===== src/rtl/ssv_pkg.sv =====
package ssv_pkg;

  typedef enum logic [2:0] {
    SS_IDLE   = 3'd0,
    SS_CHARGE = 3'd1,
    SS_RUN    = 3'd2,
    SS_DRAIN  = 3'd3,
    SS_LOCK   = 3'd4
  } ss_state_e;

  // Bits needed to hold values 0..maxval.
  function automatic int unsigned cnt_width(input int unsigned maxval);
    return (maxval < 2) ? 1 : $clog2(maxval + 1);
  endfunction

  // Cycles spent charging from the floor load to completion.
  function automatic int unsigned charge_span(input int unsigned lo,
                                              input int unsigned hi,
                                              input int unsigned div);
    return (hi - lo) * div;
  endfunction

endpackage


===== src/rtl/ssv_tick.sv =====
module ssv_tick
  import ssv_pkg::*;
#(
  parameter int unsigned DIV = 16
) (
  input  logic clk,
  input  logic rst_n,
  input  logic run,
  input  logic restart,
  output logic tick
);
  localparam int unsigned CW = cnt_width(DIV - 1);
  localparam logic [CW-1:0] LAST = CW'(DIV - 1);

  logic [CW-1:0] cnt_q;

  assign tick = run && (cnt_q == LAST);

  always_ff @(posedge clk or negedge rst_n) begin
    if (!rst_n)                      cnt_q <= '0;
    else if (!run || restart || tick) cnt_q <= '0;
    else                             cnt_q <= cnt_q + 1'b1;
  end
endmodule


===== src/rtl/ssv_ramp.sv =====
module ssv_ramp
  import ssv_pkg::*;
#(
  parameter int unsigned W     = 8,
  parameter int unsigned FLOOR = 64,
  parameter int unsigned CEIL  = 255
) (
  input  logic         clk,
  input  logic         rst_n,
  input  logic         clear,
  input  logic         load,
  input  logic         up,
  input  logic         down,
  output logic [W-1:0] level,
  output logic         near_top,
  output logic         near_bottom
);
  localparam logic [W-1:0] FLOOR_V = W'(FLOOR);
  localparam logic [W-1:0] CEIL_V  = W'(CEIL);
  localparam logic [W-1:0] TOP_M1  = W'(CEIL - 1);

  logic [W-1:0] level_q;

  assign level       = level_q;
  assign near_top    = (level_q >= TOP_M1);
  assign near_bottom = (level_q <= W'(1));

  always_ff @(posedge clk or negedge rst_n) begin
    if (!rst_n)                          level_q <= '0;
    else if (clear)                      level_q <= '0;
    else if (load)                       level_q <= FLOOR_V;
    else if (up && level_q != CEIL_V)    level_q <= level_q + 1'b1;
    else if (down && level_q != '0)      level_q <= level_q - 1'b1;
  end
endmodule


===== src/rtl/ssv_oc_tally.sv =====
module ssv_oc_tally
  import ssv_pkg::*;
#(
  parameter int unsigned LIMIT = 3
) (
  input  logic clk,
  input  logic rst_n,
  input  logic clr,
  input  logic bump,
  output logic is_last
);
  localparam int unsigned CW = cnt_width(LIMIT);
  localparam logic [CW-1:0] LAST = CW'(LIMIT - 1);
  localparam logic [CW-1:0] TOP  = CW'(LIMIT);

  logic [CW-1:0] count_q;

  assign is_last = (count_q >= LAST);

  always_ff @(posedge clk or negedge rst_n) begin
    if (!rst_n)                    count_q <= '0;
    else if (clr)                  count_q <= '0;
    else if (bump && count_q != TOP) count_q <= count_q + 1'b1;
  end
endmodule


===== src/rtl/softstart_supervisor.sv =====
module softstart_supervisor
  import ssv_pkg::*;
#(
  parameter int unsigned RAMP_W     = 8,
  parameter int unsigned RAMP_FLOOR = 64,
  parameter int unsigned RAMP_CEIL  = 255,
  parameter int unsigned TICK_DIV   = 16,
  parameter int unsigned OC_LIMIT   = 3,
  parameter int unsigned AUX_N      = 2
) (
  input  logic              clk,
  input  logic              rst_n,
  input  logic              bias_ok,
  input  logic              mid_ok,
  input  logic              low_ok,
  input  logic              shut_req,
  input  logic              inhibit,
  input  logic              ovp_flag,
  input  logic              ocp_flag,
  input  logic [AUX_N-1:0]  aux_uv,
  output logic [RAMP_W-1:0] ramp_val,
  output logic              out_en,
  output logic              ramp_done,
  output logic              fault_lat
);
  ss_state_e state_q, nstate;

  // Named internal events, also observed by the checker.
  logic stop_req, oc_event, aux_low;
  logic charge_on, run_on, drain_on, lock_set;
  logic tick, restart;
  logic r_clear, r_load, r_up, r_down;
  logic near_top, near_bottom;
  logic oc_clr, oc_bump, oc_last;
  logic fault_q;

  assign aux_low   = |aux_uv;
  assign stop_req  = shut_req | inhibit | ~mid_ok | ~low_ok;
  assign charge_on = (state_q == SS_CHARGE);
  assign run_on    = (state_q == SS_RUN);
  assign drain_on  = (state_q == SS_DRAIN);
  assign oc_event  = (charge_on && ocp_flag) || (run_on && (ocp_flag || aux_low));
  assign restart   = (nstate != state_q);
  assign lock_set  = (nstate == SS_LOCK) && (state_q != SS_LOCK);

  ssv_tick #(.DIV(TICK_DIV)) u_tick (
    .clk     (clk),
    .rst_n   (rst_n),
    .run     (charge_on | drain_on),
    .restart (restart),
    .tick    (tick)
  );

  ssv_ramp #(.W(RAMP_W), .FLOOR(RAMP_FLOOR), .CEIL(RAMP_CEIL)) u_ramp (
    .clk         (clk),
    .rst_n       (rst_n),
    .clear       (r_clear),
    .load        (r_load),
    .up          (r_up),
    .down        (r_down),
    .level       (ramp_val),
    .near_top    (near_top),
    .near_bottom (near_bottom)
  );

  ssv_oc_tally #(.LIMIT(OC_LIMIT)) u_tally (
    .clk     (clk),
    .rst_n   (rst_n),
    .clr     (oc_clr),
    .bump    (oc_bump),
    .is_last (oc_last)
  );

  always_comb begin
    nstate  = state_q;
    r_clear = 1'b0;
    r_load  = 1'b0;
    r_up    = 1'b0;
    r_down  = 1'b0;
    oc_clr  = 1'b0;
    oc_bump = 1'b0;
    if (!bias_ok) begin
      nstate  = SS_IDLE;
      r_clear = 1'b1;
      oc_clr  = 1'b1;
    end else if (ovp_flag) begin
      nstate  = SS_LOCK;
      r_clear = 1'b1;
    end else begin
      case (state_q)
        SS_IDLE: begin
          if (!stop_req) begin
            nstate = SS_CHARGE;
            r_load = 1'b1;
          end
        end
        SS_CHARGE, SS_RUN, SS_DRAIN: begin
          if (stop_req) begin
            nstate  = SS_IDLE;
            r_clear = 1'b1;
          end else if (oc_event) begin
            oc_bump = 1'b1;
            if (oc_last) begin
              nstate  = SS_LOCK;
              r_clear = 1'b1;
            end else begin
              nstate = SS_DRAIN;
            end
          end else if (charge_on && tick) begin
            r_up = 1'b1;
            if (near_top) nstate = SS_RUN;
          end else if (drain_on && tick) begin
            r_down = 1'b1;
            if (near_bottom) nstate = SS_IDLE;
          end
        end
        SS_LOCK: r_clear = 1'b1;
        default: nstate = SS_IDLE;
      endcase
    end
  end

  always_ff @(posedge clk or negedge rst_n) begin
    if (!rst_n) state_q <= SS_IDLE;
    else        state_q <= nstate;
  end

  always_ff @(posedge clk or negedge rst_n) begin
    if (!rst_n)        fault_q <= 1'b0;
    else if (!bias_ok) fault_q <= 1'b0;
    else if (lock_set) fault_q <= 1'b1;
  end

  assign out_en    = charge_on | run_on;
  assign ramp_done = run_on;
  assign fault_lat = fault_q;
endmodule


===== config.mk =====
export PLATFORM = sky130hd
export DESIGN_NAME = softstart_supervisor
export DESIGN_NICKNAME = d
export VERILOG_FILES = /design/src/rtl/ssv_pkg.sv /design/src/rtl/ssv_tick.sv /design/src/rtl/ssv_ramp.sv /design/src/rtl/ssv_oc_tally.sv /design/src/rtl/softstart_supervisor.sv
export SDC_FILE = /design/constraint.sdc
export NUM_CORES = 1
export LEC_CHECK = 0
export BUFFER_PORTS_ARGS = -buffer_cell sky130_fd_sc_hd__buf_2
export CORE_MARGIN = 4
export CORE_UTILIZATION = 50
export DETAILED_ROUTE_END_ITERATION = 16
export MAX_ROUTING_LAYER = met4
export PLACE_DENSITY_LB_ADDON = 0.1
export SKIP_CTS_REPAIR_TIMING = 1
export SYNTH_ARGS = -nofsm -noshare
export SYNTH_HDL_FRONTEND = slang
export SYNTH_SLANG_ARGS = --single-unit

===== constraint.sdc =====
create_clock -name clk -period 6.6 [get_ports clk]
set_input_delay 1.98 -clock clk [delete_from_list [all_inputs] [get_ports clk]]
set_output_delay 1.98 -clock clk [all_outputs]
set_load 0.01 [all_outputs]

=== Yosys cells after proc, flatten, opt, wreduce, memory -nomap -nowiden ===
Cells that the tools add are included.

* Register bits: 18
* Input bits: 11
* Output and inout port bits: 11
* Word-level logic and storage cells: 98

* Add/subtract/negate cells: 4
* Order comparisons: 3
* Equal/unequal tests: 12
* Muxes and demuxes: 48
* Bitwise operators: 7
* Reduce and logical (&&, ||, !) cells: 19

{| class="wikitable"
|+ Operators with widths
! kind !! number
|-
| $mux 8 || 4
|-
| $mux 3 || 10
|-
| $mux 1 || 29
|-
| $logic_and 1x1->1 || 9
|-
| $pmux 3 s3 || 1
|-
| $add 8x1->8 const B || 1
|-
| $ge 8x8->1 const B || 1
|-
| $le 8x1->1 const B || 1
|-
| $ne 8x8->1 const B || 1
|-
| $reduce_bool 8->1 || 1
|-
| $sub 8x1->8 const B || 1
|-
| $eq 3x2->1 const B || 2
|-
| $eq 3x3->1 const B || 2
|-
| $or 1x1->1 || 5
|-
| $add 4x1->4 const B || 1
|-
| $eq 4x4->1 const B || 1
|-
| $logic_or 1x1->1 || 4
|-
| $mux 2 || 2
|-
| $mux 4 || 1
|-
| $ne 2x1->1 const B || 2
|-
| $reduce_bool 4->1 || 1
|-
| $eq 3x1->1 const B || 1
|-
| $logic_not 3->1 || 1
|-
| $ne 3x3->1 || 1
|-
| 9 further kinds || 10
|}

=== Logic depth before layout (Yosys ltp) ===
Gate-level depths: netlist (run 1).

* Depth after elaboration: 16
* Depth in mapped cells: 7
* Gate-level depth less buffers: 7

=== Cells and area by module ===
From an unflattened synthesis (run 1), not the netlist that was laid out.

* Cell total of the unflattened synthesis: 172
* Area total of the unflattened synthesis: 1554.0 um^2

{| class="wikitable"
|+ Modules (own cells, without submodules)
! module !! instances !! cells each !! area each (um^2) !! sequential area each (um^2)
|-
| ssv_ramp || 1 || 78 || 691.9 || 200.2
|-
| softstart_supervisor || 1 || 64 || 525.5 || 100.1
|-
| ssv_tick || 1 || 17 || 187.7 || 100.1
|-
| ssv_oc_tally || 1 || 13 || 148.9 || 50.0
|}

=== Worst setup path before layout (run 1) ===
Ideal clock, no wire load.

* Path kind: input -> register
* From: input port ocp_flag
* To: register u_ramp.level_q[1], in the netlist u_ramp.level[1]
* Library setup time: 0.104 ns
* Data arrival time: 3.431 ns
* Data required time: 6.496 ns
* Setup slack: 3.065 ns
* Stages: 5
* Path buffers: 0
* Cell sequence: or3_1 > a21o_1 > a211oi_2 > o21ai_0 > a221oi_1

* Word-level cells in the longest chain between the ends: 12
* Elaborated cells between the ends (all ways): 25
* Those cells by class: mux: 18; reduce/logical: 7

{| class="wikitable"
|+ Ends and longest elaborated chain
! what !! RTL line !! text
|-
| from (decl) || softstart_supervisor.sv:19 || <nowiki>input logic ocp_flag,</nowiki>
|-
| $logic_or 1x1->1 || softstart_supervisor.sv:42 || <nowiki>assign oc_event = (charge_on && ocp_flag) || (run_on && (ocp_flag || aux_low));</nowiki>
|-
| $logic_and 1x1->1 || softstart_supervisor.sv:42 ||
|-
| $logic_or 1x1->1 (*) || softstart_supervisor.sv:42 ||
|-
| $mux 1 || softstart_supervisor.sv:101 || <nowiki>end else if (oc_event) begin</nowiki>
|-
| $mux 1 || softstart_supervisor.sv:98 || <nowiki>if (stop_req) begin</nowiki>
|-
| $mux 1 || softstart_supervisor.sv:90 || <nowiki>case (state_q)</nowiki>
|-
| $mux 1 || softstart_supervisor.sv:86 || <nowiki>end else if (ovp_flag) begin</nowiki>
|-
| $mux 1 || softstart_supervisor.sv:82 || <nowiki>if (!bias_ok) begin</nowiki>
|-
| $logic_and 1x1->1 || ssv_ramp.sv:32 || <nowiki>else if (up && level_q != CEIL_V) level_q <= level_q + 1'b1;</nowiki>
|-
| $mux 8 || ssv_ramp.sv:32 ||
|-
| $mux 8 || ssv_ramp.sv:31 || <nowiki>else if (load) level_q <= FLOOR_V;</nowiki>
|-
| $mux 8 || ssv_ramp.sv:30 || <nowiki>else if (clear) level_q <= '0;</nowiki>
|-
| to (signal assigned) || ssv_ramp.sv:32 ||
|-
| to (signal assigned) || ssv_ramp.sv:33 || <nowiki>else if (down && level_q != '0) level_q <= level_q - 1'b1;</nowiki>
|-
| to (decl) || ssv_ramp.sv:22 || <nowiki>logic [W-1:0] level_q;</nowiki>
|}

Mark *: on every way between the ends. The rest lies on a longest branch, timed or not.
A chain may end at the register's enable or synchronous reset.

=== Worst setup path in the final report (run 1) ===
Ends and elaborated chain as after synthesis.

==> results of run 1 <==
power by group:
group	internal [mW]	switching (mW)
clock	0.0336	0.0379
sequential	0.111	0.00252
combinational	0.00637	0.0104
total	0.151	0.0508
logic make-up (layout without fill, tap and decap cells):
| family | after synthesis | count (layout) | share of synthesized area |
|---|---|---|---|
| xor gates and xnor gates | 4 | 4 | 0.0237 |
| DFF | 18 | 18 | 0.304 |
| muxes | 4 | 4 | 0.0271 |
| adders and majority gates | 8 | 8 | 0.0676 |
| buffers and inverters | 17 | 35 | 0.0592 |
| and+or+nand+nor | 71 | 71 | 0.305 |
| AOI/OAI and AO/OA | 41 | 41 | 0.213 |
registers in the layout (all words and copies together) (netlist names):
name and count:
u_tally.count_q 2, fault_lat 1, state_q 3, u_tick.cnt_q 4
u_ramp.level 8
metrics by stage:
stage | worst slack (ns) | power, mW | std cells | instance area, um^2 | hold WS, ns
finish | 2.85 | 0.202 | 212 | 1610 | 0.532
global route | 2.69 | 0.214 | 212 | 1610 | 0.558
CTS | 2.87 | 0.204 | 212 | 1610 | 0.541
detailed placement | 2.56 | 0.133 | 208 | 1570 | 0.513
global placement | 2.71 | 0.132 | 208 | 1570 | 0.493
floorplan | 3.07 | 0.125 | 163 | 1480 | 0.519
cell type report:
cell class | instances | area share
repair buffers | 21 | 0.0653
flip-flops and latches | 18 | 0.280
multi-input cells | 128 | 0.585
inverters | 10 | 0.0233
well taps | 31 | 0.0241
clock buffers | 4 | 0.0225
metal layers:
layer  vias to the layer above  GRT usage
met5                         -          -
met4                         0     0.0637
met3                         2     0.0396
met2                        35      0.275
met1                       646      0.269
li1                        652          -
cell usage after synthesis, types with 2 or more instances:
| library cell | instances | share of area |
|---|---|---|
| o211ai_1 | 10 | 0.051 |
| a21oi_1 | 6 | 0.020 |
| nor4b_1 | 2 | 0.012 |
| nor4_1 | 4 | 0.017 |
| clkbuf_1 | 2 | 0.0051 |
| nand2_1 | 6 | 0.015 |
| o21ai_0 | 4 | 0.014 |
| mux2i_1 | 4 | 0.027 |
| nand2b_1 | 4 | 0.017 |
| dfrtp_1 | 18 | 0.30 |
| nor2_1 | 10 | 0.025 |
| buf_6 | 2 | 0.015 |
| a22oi_2 | 3 | 0.025 |
| nand4_1 | 6 | 0.025 |
| ha_1 | 8 | 0.068 |
| xnor2_1 | 3 | 0.018 |
| o21a_1 | 2 | 0.010 |
| and4_1 | 2 | 0.012 |
| nand3_1 | 5 | 0.017 |
| or2_2 | 3 | 0.013 |
| and3_1 | 2 | 0.0085 |
| buf_4 | 2 | 0.010 |
| a211oi_1 | 4 | 0.020 |
| inv_1 | 10 | 0.025 |
| and2_1 | 2 | 0.0085 |
| nor3_1 | 10 | 0.034 |
worst max-delay path by stage:
stage	start	to	slack [ns]	cells after the start
3_3_place_gp	shut_req	u_ramp.level[1]	2.71	6
6_report	ocp_flag	u_ramp.level[1]	2.85	6
5_1_grt	ocp_flag	u_ramp.level[1]	2.69	6
2_1_floorplan	ocp_flag	u_ramp.level[1]	3.07	5
3_5_place_dp	ocp_flag	u_ramp.level[1]	2.56	6
4_1_cts	ocp_flag	u_ramp.level[1]	2.87	6
==> run_results.csv, run 1 <==
group,metric,value,unit
power_and_ir_drop,ir_drop,114,uV
placed_design,post-dp-hpwl,2.67,mm
sta,drv_slew,0,
yosys,synth_area,1480,um^2
route,drc,0,
setup_path,cp.required,6.80,ns
yosys,ys_warn_count,0,
grt,grt_overflow,0,
route,dr_wl_met3,223,um
cts,htree_levels,1,
power_and_ir_drop,power_density,126,nW/um^2
cells_and_area,multiInputGateArea,942,um^2
setup_path,critPathCaptureType,"flip-flop",
setup_path,critPathSlowestCell,"a211oi_2",
cells_and_area,final_common_cell,"buf_2",
sta,fmax,0.267,GHz
placed_design,place.gp.congestion,0.888,
yosys,ys_ff_latch,18,
route,vias_per_cell,6.30,
min_path,hp-class,"flip-flop to flip-flop",
sta,slew_headroom,0.556,
sta,worst_pin_slew,0.665,ns
sta,hold_violations,0,
cts,cts_buffer_depth,2,
route,met1Wirelength,1.66,mm
cells_and_area,diodes,0,
cts,cts_tree,"built",
sta,tns,0,ns
yosys,syn_nets,182,
setup_path,path_cells,"buf_2 > or3_1 > a21o_1 > a211oi_2 > o21ai_0 > a221oi_1",
run_status,status,"complete, no violations",
yosys,synth-seq-area-share,0.304,
cells_and_area,layout.area.seq,450,um^2
min_path,min_from,"fault_lat",
sta,fin_crit,3.75,ns
yosys,synth-edff-count,0,
yosys,synth.avg_cell_area,9.08,um^2
setup_path,path_delay_family,"compound AO/OA/AOI/OAI gates",
die,start_util,0.532,
setup_path,r2r_end,"u_ramp.level[1]",
cells_and_area,postLayoutCoreUtil,0.579,
min_path,hold_path_end,"fault_lat",
grt,track_usage,0.192,
grt,grt_max_degree,19,
die,die_h,62.4,um
die,die_w,62.4,um
cts,clkTransAtPathRegs,0.12,ns
route,vias,1335,
setup_path,cp_max_fo,9,
route,drt_wl_total,3.54,mm
route,routed-wl-met2,1.64,mm
placed_design,io_buffers,21,
setup_path,critPathMaxStageDelay,0.56,ns
route,antenna_left,0,
power_and_ir_drop,p_leak,0.666,nW
cts,clkSinkCount,18,
route,wire_per_inst,16.7,um
grt,grt_pass1_wl,5.89,mm
cells_and_area,area_delta_synth_final,8.79,%
setup_path,cp_num_buf_inv,1,
setup_path,rr_startpoint,"state_q[2]",
cts,numCtsBuffers,3,
setup_path,cp.arrival,3.95,ns
min_path,holdPathStages,1,
sta,rsz0062_at_grt,"false",
setup_path,worstSetupPathType,"input port to flip-flop",
setup_path,r2r.worst_path.cells,5,
cells_and_area,final_cell_mix,"buf_2, dfrtp_1",
sta,post-route-period-util,0.568,
cells_and_area,nets,201,
yosys,yosysUniqueCellTypes,55,
die,core_area,2780,um^2
die,ios,22,
cells_and_area,num-fill-cells,260,
grt,grt_pass1_vias,1243,
sta,setup_viol,0,
die,dieArea,3900,um^2
cts,clockRootBuffer,"clkbuf_4",
cts,clock_latency,0.31,ns
route,dr.pass1.iters,4,
yosys,syn_inst,163,
die,row_count,19,
route,drt_iter0_drc,96,
route,dr.max_layer_used,"met4",
job,maxCapViolCount,0,
grt,antenna_found_initial,0,
yosys,async_flop_share,1.00,
yosys,ys_dominant_reg_cell,"dfrtp_1",
setup_path,r2r_slack,4.20,ns
sta,skew,0.0135,ns
cells_and_area,drive_gt1_frac,0.232,
setup_path,start_kind,"input port",
Note: power is estimated with default switching activity, not from simulation.
==> inputs of run 2 (changes only) <==
clock period = 3.5 ns   (was 6.6 ns; I/O delays follow)
==> run 2 against run 1 <==
Sequential power rose by 89%. Die area did not move. Global-route usage fell by 0.57 points. Register-to-register slack worse by 3.0 ns. Largest power group unchanged. Highest routed layer unchanged.
==> run_results.csv, run 2 (same netlist as run 1, synthesis figures left out) <==
group,metric,value,unit
placed_design,post-dp-hpwl,2.59,mm
placed_design,postPlaceCellArea,1580,um^2
cells_and_area,num-fill-cells,261,
cells_and_area,nets,202,
cts,clock_latency,0.30,ns
sta,worst_pin_slew,0.628,ns
setup_path,critPathMaxStageDelay,0.49,ns
setup_path,start_kind,"input port",
grt,grt_pass1_vias,1287,
grt,track_usage,0.186,
sta,fin_crit,2.69,ns
grt,grt_max_degree,19,
sta,slew_headroom,0.580,
route,drt_iter0_drc,68,
route,vias,1334,
sta,fmax,0.372,GHz
route,vias_per_cell,6.26,
setup_path,cp.required,3.71,ns
sta,skew,0.0106,ns
cells_and_area,diodes,0,
route,drc,0,
cells_and_area,final_cell_mix,"buf_2, dfrtp_1",
cells_and_area,area_delta_synth_final,9.30,%
cells_and_area,multiInputGateArea,942,um^2
cts,cts_tree,"built",
cells_and_area,largest_reg_flops,8,
cells_and_area,layout.area.seq,450,um^2
power_and_ir_drop,ir_drop,197,uV
min_path,hp-class,"flip-flop to flip-flop",
sta,rsz0062_at_grt,"false",
cts,clockRootBuffer,"clkbuf_4",
die,die_w,62.4,um
die,die_h,62.4,um
die,core_area,2780,um^2
min_path,holdPathStages,1,
grt,antenna_found_initial,0,
setup_path,cp_max_fo,9,
power_and_ir_drop,p_leak,0.671,nW
setup_path,worstSetupPathType,"input port to flip-flop",
sta,post-route-period-util,0.767,
cts,htree_levels,1,
cells_and_area,final_common_cell,"buf_2",
setup_path,cp_num_buf_inv,1,
run_status,status,"complete, no violations",
cells_and_area,drive_gt1_frac,0.236,
cts,numCtsBuffers,3,
route,wire_per_inst,16.0,um
die,ios,22,
route,dr.pass1.iters,4,
sta,drv_slew,0,
route,drt_wl_total,3.41,mm
setup_path,r2r.worst_path.cells,5,
setup_path,critPathCaptureType,"flip-flop",
die,row_count,19,
route,antenna_left,0,
sta,tns,0,ns
die,dieArea,3900,um^2
cts,clkTransAtPathRegs,0.12,ns
grt,grt_overflow,0,
setup_path,critPathSlowestCell,"and4_1",
placed_design,place.gp.congestion,0.875,
die,start_util,0.532,
setup_path,cp.arrival,2.89,ns
power_and_ir_drop,power_density,234,nW/um^2
sta,setup_viol,0,
setup_path,path_cells,"buf_2 > nand4bb_1 > nor4_4 > and4_1 > a21oi_1 > a221oi_1",
placed_design,io_buffers,21,
cts,cts_buffer_depth,2,
grt,grt_pass1_wl,5.92,mm
setup_path,worst-path-stages,6,
job,maxCapViolCount,0,
cells_and_area,stdcell_area,1620,um^2
sta,hold_violations,0,
cts,clkSinkCount,18,
setup_path,path_delay_family,"simple AND/OR/NAND/NOR gates",
[run 2: metal layers]
metal | share of wire | vias up | GRT usage
met5 | 0 | - | -
met4 | 0.0085 | 0 | 0.0637
met3 | 0.056 | 4 | 0.0432
met2 | 0.45 | 34 | 0.272
met1 | 0.49 | 641 | 0.252
li1 | - | 655 | -
[run 2: path summary, 6_finish.rpt]
| kind | start | end | slack (ns) |
|---|---|---|---|
| max | shut_req | u_ramp.level[1] | 0.81 |
| min | fault_lat | fault_lat | 0.53 |
| max reg2reg | u_ramp.level[5] | u_ramp.level[4] | 1.19 |
| min reg2reg | fault_lat | fault_lat | 0.53 |
| max in group asynchronous | rst_n | u_tick.cnt_q[2] | 2.52 |
| min in group asynchronous | rst_n | u_ramp.level[6] | 0.67 |
[run 2: stage by stage]
step | setup slack, ns | instances | total power [mW] | hold WS, ns | util
CTS | 0.833 | 213 | 0.383 | 0.526 | 0.582
global route | 0.674 | 213 | 0.400 | 0.561 | 0.582
floorplan | 0.895 | 163 | 0.236 | 0.519 | -
finish | 0.815 | 213 | 0.378 | 0.526 | 0.582
global placement | 0.615 | 209 | 0.249 | 0.495 | 0.569
detailed placement | 0.522 | 209 | 0.250 | 0.494 | 0.569
[run 2: final cells by class]
cell class	count	share of cell area
inverter	10	0.0232
multi-input combinational	128	0.582
tap	31	0.0240
sequential	18	0.278
timing repair buffer	22	0.0696
clock buffer	4	0.0224
[run 2: power by group]
part           switching (mW)  internal (mW)  leakage [nW]
registers             0.00468          0.210         0.248
logic                  0.0194         0.0120         0.402
clock network          0.0689         0.0633        0.0210
total                  0.0931          0.285         0.671
==> inputs of run 3 (changes only) <==
clock period = 2.7 ns   (was 3.5 ns; I/O delays follow)
==> run 3 against run 2 <==
Global-route usage rose by 0.58 points. Non-clock buffer count rose by 6. Via count rose by 4.0%.
==> run_results.csv, run 3 (same netlist as run 1, synthesis figures left out) <==
group,metric,value,unit
job,maxCapViolCount,0,
grt,track_usage,0.192,
route,antenna_left,0,
sta,worst_pin_slew,0.573,ns
route,dr.pass1.iters,4,
cells_and_area,fin_cells,219,
cells_and_area,final_cell_mix,"buf_2, dfrtp_1",
sta,tns,0,ns
cells_and_area,nets,208,
grt,grt_pass1_wl,6.15,mm
die,start_util,0.532,
power_and_ir_drop,p_leak,0.701,nW
cts,clkTransAtPathRegs,0.12,ns
cells_and_area,layout.area.seq,450,um^2
power_and_ir_drop,finalPower,0.495,mW
die,die_h,62.4,um
cells_and_area,diodes,0,
sta,holdWs,0.417,ns
placed_design,place.gp.congestion,0.875,
sta,fin_crit,2.34,ns
die,row_count,19,
cells_and_area,final_common_cell,"buf_2",
setup_path,cp_max_fo,7,
cts,clockRootBuffer,"clkbuf_4",
sta,drv_slew,0,
grt,grt_overflow,0,
grt,grt_pass1_vias,1305,
grt,grt_max_degree,19,
cells_and_area,largest_reg_flops,8,
power_and_ir_drop,power_density,298,nW/um^2
cells_and_area,multiInputGateArea,942,um^2
sta,fmax,0.427,GHz
placed_design,post-dp-hpwl,2.76,mm
cts,clock_latency,0.30,ns
power_and_ir_drop,ir_drop,270,uV
placed_design,io_buffers,21,
sta,setup_viol,0,
cts,cts_tree,"built",
cts,clkSinkCount,18,
route,drt_iter0_drc,92,
grt,antenna_found_initial,0,
cts,cts_buffer_depth,2,
setup_path,start_kind,"flip-flop",
sta,hold_violations,0,
cells_and_area,num-fill-cells,249,
placed_design,dp_slack,0.258,ns
setup_path,worstSetupPathType,"flip-flop to flip-flop",
die,die_w,62.4,um
setup_path,cp.arrival,2.58,ns
route,vias_per_cell,6.33,
cts,htree_levels,1,
sta,post-route-period-util,0.868,
sta,slew_headroom,0.618,
route,drt_wl_total,3.71,mm
run_status,status,"complete, no violations",
cells_and_area,drive_gt1_frac,0.261,
sta,final.setup.worst_slack,0.356,ns
sta,rsz0062_at_grt,"false",
cts,numCtsBuffers,3,
die,ios,22,
route,vias,1387,
die,dieArea,3900,um^2
route,drc,0,
placed_design,dp.cells,215,
min_path,hp-class,"input port to async pin",
die,core_area,2780,um^2
sta,skew,0.0127,ns
cells_and_area,area_delta_synth_final,12.3,%
route,wire_per_inst,16.9,um
setup_path,critPathCaptureType,"flip-flop",
setup_path,cp.required,2.93,ns
-- run 3: cell count changes in the layout (fill, tap and decap cells not counted), sizes merged --
cell	before	now
buf	22	28
-- run 3: where the power goes --
| group | total [mW] | switching, mW | internal (mW) |
|---|---|---|---|
| Clock | 0.174 | 0.0914 | 0.0822 |
| Sequential | 0.279 | 0.00674 | 0.272 |
| Combinational | 0.0428 | 0.0257 | 0.0171 |
-- run 3: critical path, cell delays in order, from the launching register on --
cell,delay (ns)
dfrtp_1,0.48
or4_4,0.57
or4b_4,0.52
and3_4,0.24
a32oi_2,0.23
mux2i_1,0.22
-- run 3: layout make-up --
| cell class | count | area share |
|---|---|---|
| clock buffers | 4 | 0.0218 |
| inverters | 10 | 0.0226 |
| repair buffers | 28 | 0.0948 |
| flip-flops and latches | 18 | 0.271 |
| multi-input cells | 128 | 0.567 |
| well taps | 31 | 0.0233 |
-- run 3: metal layers --
| layer | GRT usage | wire length (um) |
|---|---|---|
| met1 | 0.269 | 1770 |
| met2 | 0.285 | 1730 |
| met5 | - | 0 |
| met4 | 0.0398 | 16 |
| met3 | 0.0414 | 189 |
-- run 3: final timing paths --
| check | end | slack [ns] | from | cells past startpoint |
|---|---|---|---|---|
| min | u_ramp.level[6] | 0.42 | rst_n | 1 |
| max | u_ramp.level[4] | 0.36 | u_ramp.level[4] | 5 |
| min reg2reg | fault_lat | 0.53 | fault_lat | 1 |
| max in group asynchronous | u_ramp.level[2] | 1.97 | rst_n | 1 |
| min in group clk | fault_lat | 0.53 | fault_lat | 1 |
| max reg2reg | u_ramp.level[4] | 0.36 | u_ramp.level[4] | 5 |
-- run 3: stage by stage --
stage	cell area [um^2]	utilization
global route	1660	0.598
floorplan	1480	-
global placement	1630	0.585
finish	1660	0.598
CTS	1660	0.598
detailed placement	1630	0.585
